**config.mk**
```make
export PLATFORM = sky130hd
export DESIGN_NAME = wdt_cd_timer
export DESIGN_NICKNAME = d
export VERILOG_FILES = /design/src/rtl/wdt_pkg.sv /design/src/rtl/wdt_prescaler.sv /design/src/rtl/wdt_datapath.sv /design/src/rtl/wdt_control.sv /design/src/rtl/wdt_cd_timer.sv
export SDC_FILE = /design/constraint.sdc
export NUM_CORES = 1
export LEC_CHECK = 0
export CORE_MARGIN = 2
export CORE_UTILIZATION = 50
export DETAILED_ROUTE_END_ITERATION = 12
export MAX_ROUTING_LAYER = met4
export PLACE_DENSITY_LB_ADDON = 0.08
export SLEW_MARGIN = 20
export SYNTH_ARGS = -nofsm -noshare
export SYNTH_HDL_FRONTEND = slang
export SYNTH_HIERARCHICAL = 1
export SYNTH_SLANG_ARGS = --single-unit
```
**constraint.sdc**
```tcl
create_clock -name clk -period 5 [get_ports clk]
set_input_delay 1 -clock clk [delete_from_list [all_inputs] [get_ports clk]]
set_output_delay 1 -clock clk [all_outputs]
set_load 0.01 [all_outputs]
```
**src/rtl/wdt_pkg.sv**
```systemverilog
package wdt_pkg;

  typedef enum logic [1:0] {
    MODE_IDLE  = 2'd0,
    MODE_WATCH = 2'd1,
    MODE_COUNT = 2'd2
  } timerMode_e;

  // strobes from control to datapath
  typedef struct packed {
    logic load;    // load count from write data
    logic dec;     // step the count on a tick
    logic reload;  // on this step, refill from reload store
    logic clrPre;  // restart the prescaler
  } dpStrobe_t;

  localparam int CTRL_WD_BIT  = 7;
  localparam int CTRL_CD_BIT  = 6;
  localparam int CTRL_ACT_BIT = 5;
  localparam int CTRL_CLR_BIT = 4;
  localparam int SRC_W        = 2;
  localparam int NUM_SRC      = 4;

endpackage

```
**src/rtl/wdt_prescaler.sv**
```systemverilog
module wdt_prescaler #(
  parameter int DIV0 = 8,
  parameter int DIV1 = 512,
  parameter int DIV2 = 32768,
  parameter int DIV3 = 1966080
) (
  input  logic       clk,
  input  logic       rstN,
  input  logic       clrPre,
  input  logic [1:0] srcSel,
  output logic       tick
);
  localparam int MAX_A = (DIV0 > DIV1) ? DIV0 : DIV1;
  localparam int MAX_B = (DIV2 > DIV3) ? DIV2 : DIV3;
  localparam int MAX_DIV = (MAX_A > MAX_B) ? MAX_A : MAX_B;
  localparam int PRE_W = (MAX_DIV > 2) ? $clog2(MAX_DIV) : 1;
  localparam int DIVS [wdt_pkg::NUM_SRC] = '{DIV0, DIV1, DIV2, DIV3};

  logic [PRE_W-1:0] preCnt;
  logic [PRE_W-1:0] limitM1 [wdt_pkg::NUM_SRC];
  logic atLimit;

  for (genvar g = 0; g < wdt_pkg::NUM_SRC; g++) begin : g_lim
    assign limitM1[g] = PRE_W'(DIVS[g] - 1);
  end

  assign atLimit = (preCnt == limitM1[srcSel]);
  assign tick    = atLimit & ~clrPre;

  always_ff @(posedge clk or negedge rstN) begin
    if (!rstN)          preCnt <= '0;
    else if (clrPre)    preCnt <= '0;
    else if (atLimit)   preCnt <= '0;
    else                preCnt <= preCnt + 1'b1;
  end
endmodule

```
**src/rtl/wdt_datapath.sv**
```systemverilog
module wdt_datapath
  import wdt_pkg::*;
#(
  parameter int CNT_W = 8,
  parameter int DIV0 = 8,
  parameter int DIV1 = 512,
  parameter int DIV2 = 32768,
  parameter int DIV3 = 1966080
) (
  input  logic             clk,
  input  logic             rstN,
  input  dpStrobe_t        strobe,
  input  logic [SRC_W-1:0] srcSel,
  input  logic [CNT_W-1:0] loadVal,
  output logic             tick,
  output logic             atOne,
  output logic             isZero,
  output logic [CNT_W-1:0] count
);
  logic [CNT_W-1:0] cntQ;
  logic [CNT_W-1:0] reloadQ;

  wdt_prescaler #(
    .DIV0(DIV0), .DIV1(DIV1), .DIV2(DIV2), .DIV3(DIV3)
  ) pre_i (
    .clk(clk),
    .rstN(rstN),
    .clrPre(strobe.clrPre),
    .srcSel(srcSel),
    .tick(tick)
  );

  always_ff @(posedge clk or negedge rstN) begin
    if (!rstN) begin
      cntQ    <= '0;
      reloadQ <= '0;
    end else if (strobe.load) begin
      cntQ    <= loadVal;
      reloadQ <= loadVal;
    end else if (strobe.dec) begin
      if (strobe.reload) cntQ <= reloadQ;
      else               cntQ <= cntQ - 1'b1;
    end
  end

  assign atOne  = (cntQ == CNT_W'(1));
  assign isZero = (cntQ == '0);
  assign count  = cntQ;
endmodule

```
**src/rtl/wdt_control.sv**
```systemverilog
module wdt_control
  import wdt_pkg::*;
#(
  parameter int PULSE_LEN = 16
) (
  input  logic             clk,
  input  logic             rstN,
  input  logic             wrEn,
  input  logic             wrAddr,
  input  logic [7:0]       wrData,
  input  logic             tick,
  input  logic             atOne,
  input  logic             isZero,
  output dpStrobe_t        strobe,
  output logic [SRC_W-1:0] srcSel,
  output logic             irqFlag,
  output logic             rstPulse
);
  localparam int PW = $clog2(PULSE_LEN + 1);

  logic             wdEnQ, cdEnQ, actQ;
  logic [SRC_W-1:0] selQ;
  logic             irqQ;
  logic [PW-1:0]    pulseCnt;
  timerMode_e       mode;
  logic             ctrlWr, valWr, timeout, wantIrq, wantRst;

  assign ctrlWr = wrEn & ~wrAddr;
  assign valWr  = wrEn & wrAddr;

  always_comb begin
    if (wdEnQ)      mode = MODE_WATCH;
    else if (cdEnQ) mode = MODE_COUNT;
    else            mode = MODE_IDLE;
  end

  always_comb begin
    strobe.load   = valWr;
    strobe.clrPre = wrEn | (mode == MODE_IDLE);
    strobe.dec    = (mode != MODE_IDLE) & tick & ~isZero & ~valWr;
    strobe.reload = atOne & (mode == MODE_COUNT);
  end

  assign timeout = strobe.dec & atOne;
  assign wantIrq = timeout & ((mode == MODE_COUNT) | ~actQ);
  assign wantRst = timeout & (mode == MODE_WATCH) & actQ;

  always_ff @(posedge clk or negedge rstN) begin
    if (!rstN) begin
      wdEnQ <= 1'b0;
      cdEnQ <= 1'b0;
      actQ  <= 1'b0;
      selQ  <= '0;
    end else if (ctrlWr) begin
      wdEnQ <= wrData[CTRL_WD_BIT];
      cdEnQ <= wrData[CTRL_CD_BIT];
      actQ  <= wrData[CTRL_ACT_BIT];
      selQ  <= wrData[SRC_W-1:0];
    end
  end

  always_ff @(posedge clk or negedge rstN) begin
    if (!rstN)                             irqQ <= 1'b0;
    else if (wantIrq)                      irqQ <= 1'b1;
    else if (ctrlWr & wrData[CTRL_CLR_BIT]) irqQ <= 1'b0;
  end

  always_ff @(posedge clk or negedge rstN) begin
    if (!rstN)               pulseCnt <= '0;
    else if (wantRst)        pulseCnt <= PW'(PULSE_LEN);
    else if (pulseCnt != '0) pulseCnt <= pulseCnt - 1'b1;
  end

  assign srcSel   = selQ;
  assign irqFlag  = irqQ;
  assign rstPulse = (pulseCnt != '0);
endmodule

```
**src/rtl/wdt_cd_timer.sv**
```systemverilog
module wdt_cd_timer
  import wdt_pkg::*;
#(
  parameter int CNT_W     = 8,
  parameter int PULSE_LEN = 16,
  parameter int DIV0      = 8,
  parameter int DIV1      = 512,
  parameter int DIV2      = 32768,
  parameter int DIV3      = 1966080
) (
  input  logic             clk,
  input  logic             rstN,
  input  logic             wrEn,
  input  logic             wrAddr,
  input  logic [7:0]       wrData,
  output logic             irqFlag,
  output logic             rstPulse,
  output logic [CNT_W-1:0] count
);
  dpStrobe_t        strobe;
  logic [SRC_W-1:0] srcSel;
  logic             tick, atOne, isZero;

  wdt_control #(.PULSE_LEN(PULSE_LEN)) ctrl_i (
    .clk(clk), .rstN(rstN),
    .wrEn(wrEn), .wrAddr(wrAddr), .wrData(wrData),
    .tick(tick), .atOne(atOne), .isZero(isZero),
    .strobe(strobe), .srcSel(srcSel),
    .irqFlag(irqFlag), .rstPulse(rstPulse)
  );

  wdt_datapath #(
    .CNT_W(CNT_W), .DIV0(DIV0), .DIV1(DIV1), .DIV2(DIV2), .DIV3(DIV3)
  ) dp_i (
    .clk(clk), .rstN(rstN),
    .strobe(strobe), .srcSel(srcSel),
    .loadVal(CNT_W'(wrData)),
    .tick(tick), .atOne(atOne), .isZero(isZero),
    .count(count)
  );
endmodule

```
==> results by group <==
Die
  – Count of boundary I/O pins: 22
  – DIE WIDTH: 78.5 µm
  – # rows: 27
  – Initial standard-cell utilization of the core: 51.1%
  – Overall die area: 6170 µm²
  – Vertical die dimension: 78.5 µm
  – Core area: 5440 µm²

Clock network
  – Resized cells post-CTS: 0
  – Number of buffers created by CTS: 5
  – Number of H-tree levels: 2
  – Clk_lat worst skew: 0.30 ns
  – Count of buffers added by post-CTS timing repair for setup: 0
  – Clock tree from TritonCTS: yes
  – CTS Root Cell: sky130_fd_sc_hd__clkbuf_8
  – Max Root-Sink Buffers: 2
  – Post-CTS Hold Fix Bufs: 0
  – CTS sink count: 48
  – Clock-pin slew on the worst setup and hold paths: 0.09 ns

Global routing
  – Initial antenna violation count: 0
  – Vias in the first global route: 1949
  – Wire length of the first global-routing pass: 9680 µm
  – Largest net degree at the start of global routing: 49
  – Total global-route track usage: 20.5%
  – Global route total overflow: 0

Timing
  – Actual slew at the worst max-slew pin: 0.961 ns
  – Fmax: 300 MHz
  – Setup repair after global routing missed its margin: no
  – Total negative slack for setup checks: 0 ns
  – Worst clock skew: 0.00557 ns
  – Max_slew headroom: 35.9%
  – Slew Limit Fails: 0
  – Final setup violation count: 0
  – Final Critical Period: 3.33 ns
  – Ratio of final minimum period to clock period: 66.6%
  – Final setup margin: 1.67 ns
  – Final hold vios: 0

Yosys
  – Synthesized netlist cell count: 282
  – Unique masters post-synth: 56
  – Async S/R FF share, synth: 100%
  – Yosys reg bits: 48
  – Number of nets in the synthesized netlist: 299
  – Post-synthesis area per instance: 9.85 µm²
  – Cell Area, Synth: 2780 µm²
  – Number of flops mapped to enable cells by yosys: 0
  – Dominant synthesized flop cell: sky130_fd_sc_hd__dfrtp_1
  – Yosys warnings: 6
  – Share of the yosys chip area belonging to registers: 43.2%

Finish
  – Post-route standard cell area excluding fillers: 3120 µm²
  – Number of nets in the layout: 316
  – Antenna cells: 0
  – Commonest non-fill, non-tap cells in the layout: sky130_fd_sc_hd__dfrtp_1 (48), sky130_fd_sc_hd__nand2_1 (20), sky130_fd_sc_hd__nor2_1 (20), sky130_fd_sc_hd__clkdlybuf4s50_1 (20)
  – Share of layout cells above drive strength 1: 12.7%
  – Storage element area: 1200 µm²
  – Area used by multi-input combinational logic: 1450 µm²
  – Fill cells: 503
  – Area Overhead vs Synth: 12.3%
  – Most common cell after layout, fill and taps aside: sky130_fd_sc_hd__dfrtp_1

Placed design
  – Post-DP HPWL: 3680 µm
  – Worst slack at placement: 1.35 ns
  – Final RePlAce weighted congestion: 0.804
  – Dpl cell area: 3030 µm²
  – Port-buffer cells: 21

Critical path
  – Largest delay contributor family on the critical path: simple AND/OR/NAND/NOR gates
  – Biggest fanout along the worst timing path: 23
  – Critical Path Source Type: input pin
  – Worst-case reg-to-reg path depth: 9
  – Class of the most critical setup path: in2reg
  – Cell breakdown of the critical path: clkdlybuf4s50_1 > o21bai_2 > buf_4 > nor4_1 > nor3b_2 > buf_4 > nor3b_1 > or4b_1 > nand3_1
  – Most used cell, CP: sky130_fd_sc_hd__buf_4
  – CP max stage cell: sky130_fd_sc_hd__or4b_1
  – Maximum cell stage delay along the critical path: 0.46 ns
  – RR Startpoint: dp_i/pre_i/preCnt[13]
  – Endpoint of the worst-slack reg-to-reg timing path: dp_i/count[5]
  – Required time at the worst-slack endpoint: 5.24 ns
  – Buffer and inverter count on the worst path: 3
  – CP Capture Type: register
  – Internal reg-to-reg setup slack: 1.81 ns
  – Data arrival time at the worst-slack endpoint: 3.57 ns

Power
  – Static leakage: 1.19 nW
  – Combinational power share: 14.6%
  – Total Power Consumption: 0.794 mW
  – Share of total power consumed by net switching: 27.0%
  – Internal portion of total power: 0.579 mW
  – Switching power of the nets: 0.214 mW
  – Peak ir drop on the vdd network: 0.186 mV
  – Clock network power share: 30.5%
  – Power per cell area: 255 nW/µm²
  – Portion of total power attributed to sequential cells: 55.0%

Outcome
  – Status: finished clean

Routing
  – Remaining antenna violation count after routing: 0
  – Final routed wire length divided by cell count: 14.9 µm
  – Total wirelength of the detailed-routed design: 5530 µm
  – Number of remaining DRC errors: 0
  – Number of vias per cell after detailed routing: 5.66
  – Total number of vias: 2106
  – Detailed-routing iteration count for the pre-antenna-repair pass: 4
  – DRC violation total after the first TritonRoute iteration: 175

Hold path
  – Origin of the worst min-delay path: dp_i/pre_i/preCnt[0]
  – Count of cells along the worst hold path: 1
  – Hold path endpoint: dp_i/pre_i/preCnt[0]
  – Class of the most critical hold timing path: reg2reg

Flow run
  – Max-cap check violation count: 0
logic make-up after synthesis:
family,after synthesis,synth area share (%)
buf+inv,29,4.91
compound gates,42,11.3
flops,48,43.2
fa+ha+maj,5,2.25
xor+xnor,17,5.36
simple gates,130,28.6
mux,11,4.32
through the flow:
step	hold slack (ns)	cells	util, %
after detailed placement	0.477	364	55.7
after global routing	0.498	372	57.3
final	0.493	372	57.3
after floorplan	0.449	282	-
after CTS	0.490	372	57.3
after global placement	0.472	364	55.7
sequential cells by signal, indices dropped and copies added (netlist names):
name and flops:
ctrl_i/cdEnQ 1, dp_i/count 8, ctrl_i/wdEnQ 1, dp_i/reloadQ 8, ctrl_i/srcSel 2, ctrl_i/actQ 1
ctrl_i/pulseCnt 5, ctrl_i/irqFlag 1, dp_i/pre_i/preCnt 21
layer usage:
layer | vias to the layer above | part of all wire [%] | global-route usage (%)
met5 | - | 0 | -
met4 | 0 | 1.8 | 7.37
met3 | 8 | 3.4 | 4.25
met2 | 29 | 43 | 27.5
met1 | 1036 | 52 | 30.4
li1 | 1033 | - | -
final cells by class:
| cell class | instances | share of cell area, % |
|---|---|---|
| repair buffers | 25 | 7.54 |
| well taps | 72 | 2.89 |
| flip-flops and latches | 48 | 38.5 |
| inverters | 14 | 1.69 |
| clock buffers | 8 | 2.89 |
| multi-input cells | 205 | 46.5 |
synthesized netlist by cell type, types with 3 or more instances:
library cell | n | share of area, %
sky130_fd_sc_hd__dfrtp_1 | 48 | 43
sky130_fd_sc_hd__nand2_1 | 20 | 2.7
sky130_fd_sc_hd__nor2_1 | 20 | 2.7
sky130_fd_sc_hd__inv_1 | 14 | 1.9
sky130_fd_sc_hd__nor3_1 | 14 | 2.5
sky130_fd_sc_hd__xnor2_1 | 14 | 4.4
sky130_fd_sc_hd__nor3_2 | 10 | 3.6
sky130_fd_sc_hd__o21ai_0 | 9 | 1.6
sky130_fd_sc_hd__clkbuf_1 | 8 | 1.1
sky130_fd_sc_hd__nand2b_1 | 8 | 1.8
sky130_fd_sc_hd__a21oi_1 | 6 | 1.1
sky130_fd_sc_hd__nand3_1 | 6 | 1.1
sky130_fd_sc_hd__nand3b_1 | 6 | 1.6
sky130_fd_sc_hd__nor3b_1 | 6 | 1.6
sky130_fd_sc_hd__ha_1 | 5 | 2.3
sky130_fd_sc_hd__nand4_1 | 5 | 1.1
sky130_fd_sc_hd__nor2b_1 | 5 | 1.1
sky130_fd_sc_hd__and2_1 | 4 | 0.90
sky130_fd_sc_hd__mux2_1 | 4 | 1.6
sky130_fd_sc_hd__mux2_2 | 4 | 1.6
sky130_fd_sc_hd__o31ai_1 | 4 | 1.1
sky130_fd_sc_hd__or3_1 | 4 | 0.90
sky130_fd_sc_hd__and3_1 | 3 | 0.68
sky130_fd_sc_hd__buf_4 | 3 | 0.81
sky130_fd_sc_hd__mux2i_1 | 3 | 1.1
sky130_fd_sc_hd__nor4_1 | 3 | 0.68
sky130_fd_sc_hd__o211ai_1 | 3 | 0.81
sky130_fd_sc_hd__o22ai_1 | 3 | 0.68
sky130_fd_sc_hd__or4_1 | 3 | 0.81
sky130_fd_sc_hd__or4b_1 | 3 | 1.1
sky130_fd_sc_hd__xor2_1 | 3 | 0.95
power by group through the flow:
stage / combinational (mW) / clock, mW / sequential, mW
CTS: 0.117 / 0.250 / 0.436
floorplan: 0.0731 / 0 / 0.438
detailed placement: 0.116 / 0 / 0.444
finish: 0.116 / 0.242 / 0.436
global route: 0.132 / 0.267 / 0.442
global placement: 0.115 / 0 / 0.443
worst max path at each step:
stage	startpoint	endpoint	slack, ns	cells past startpoint
2_1_floorplan	dp_i/pre_i/preCnt[13]	dp_i/count[7]	1.96	9
3_3_place_gp	wrEn	dp_i/count[5]	1.41	9
3_5_place_dp	wrEn	dp_i/count[5]	1.35	9
4_1_cts	wrEn	dp_i/count[5]	1.66	9
5_1_grt	wrEn	dp_i/count[5]	1.42	9
6_report	wrEn	dp_i/count[5]	1.67	9
Note: power is estimated with default switching activity, not from simulation.
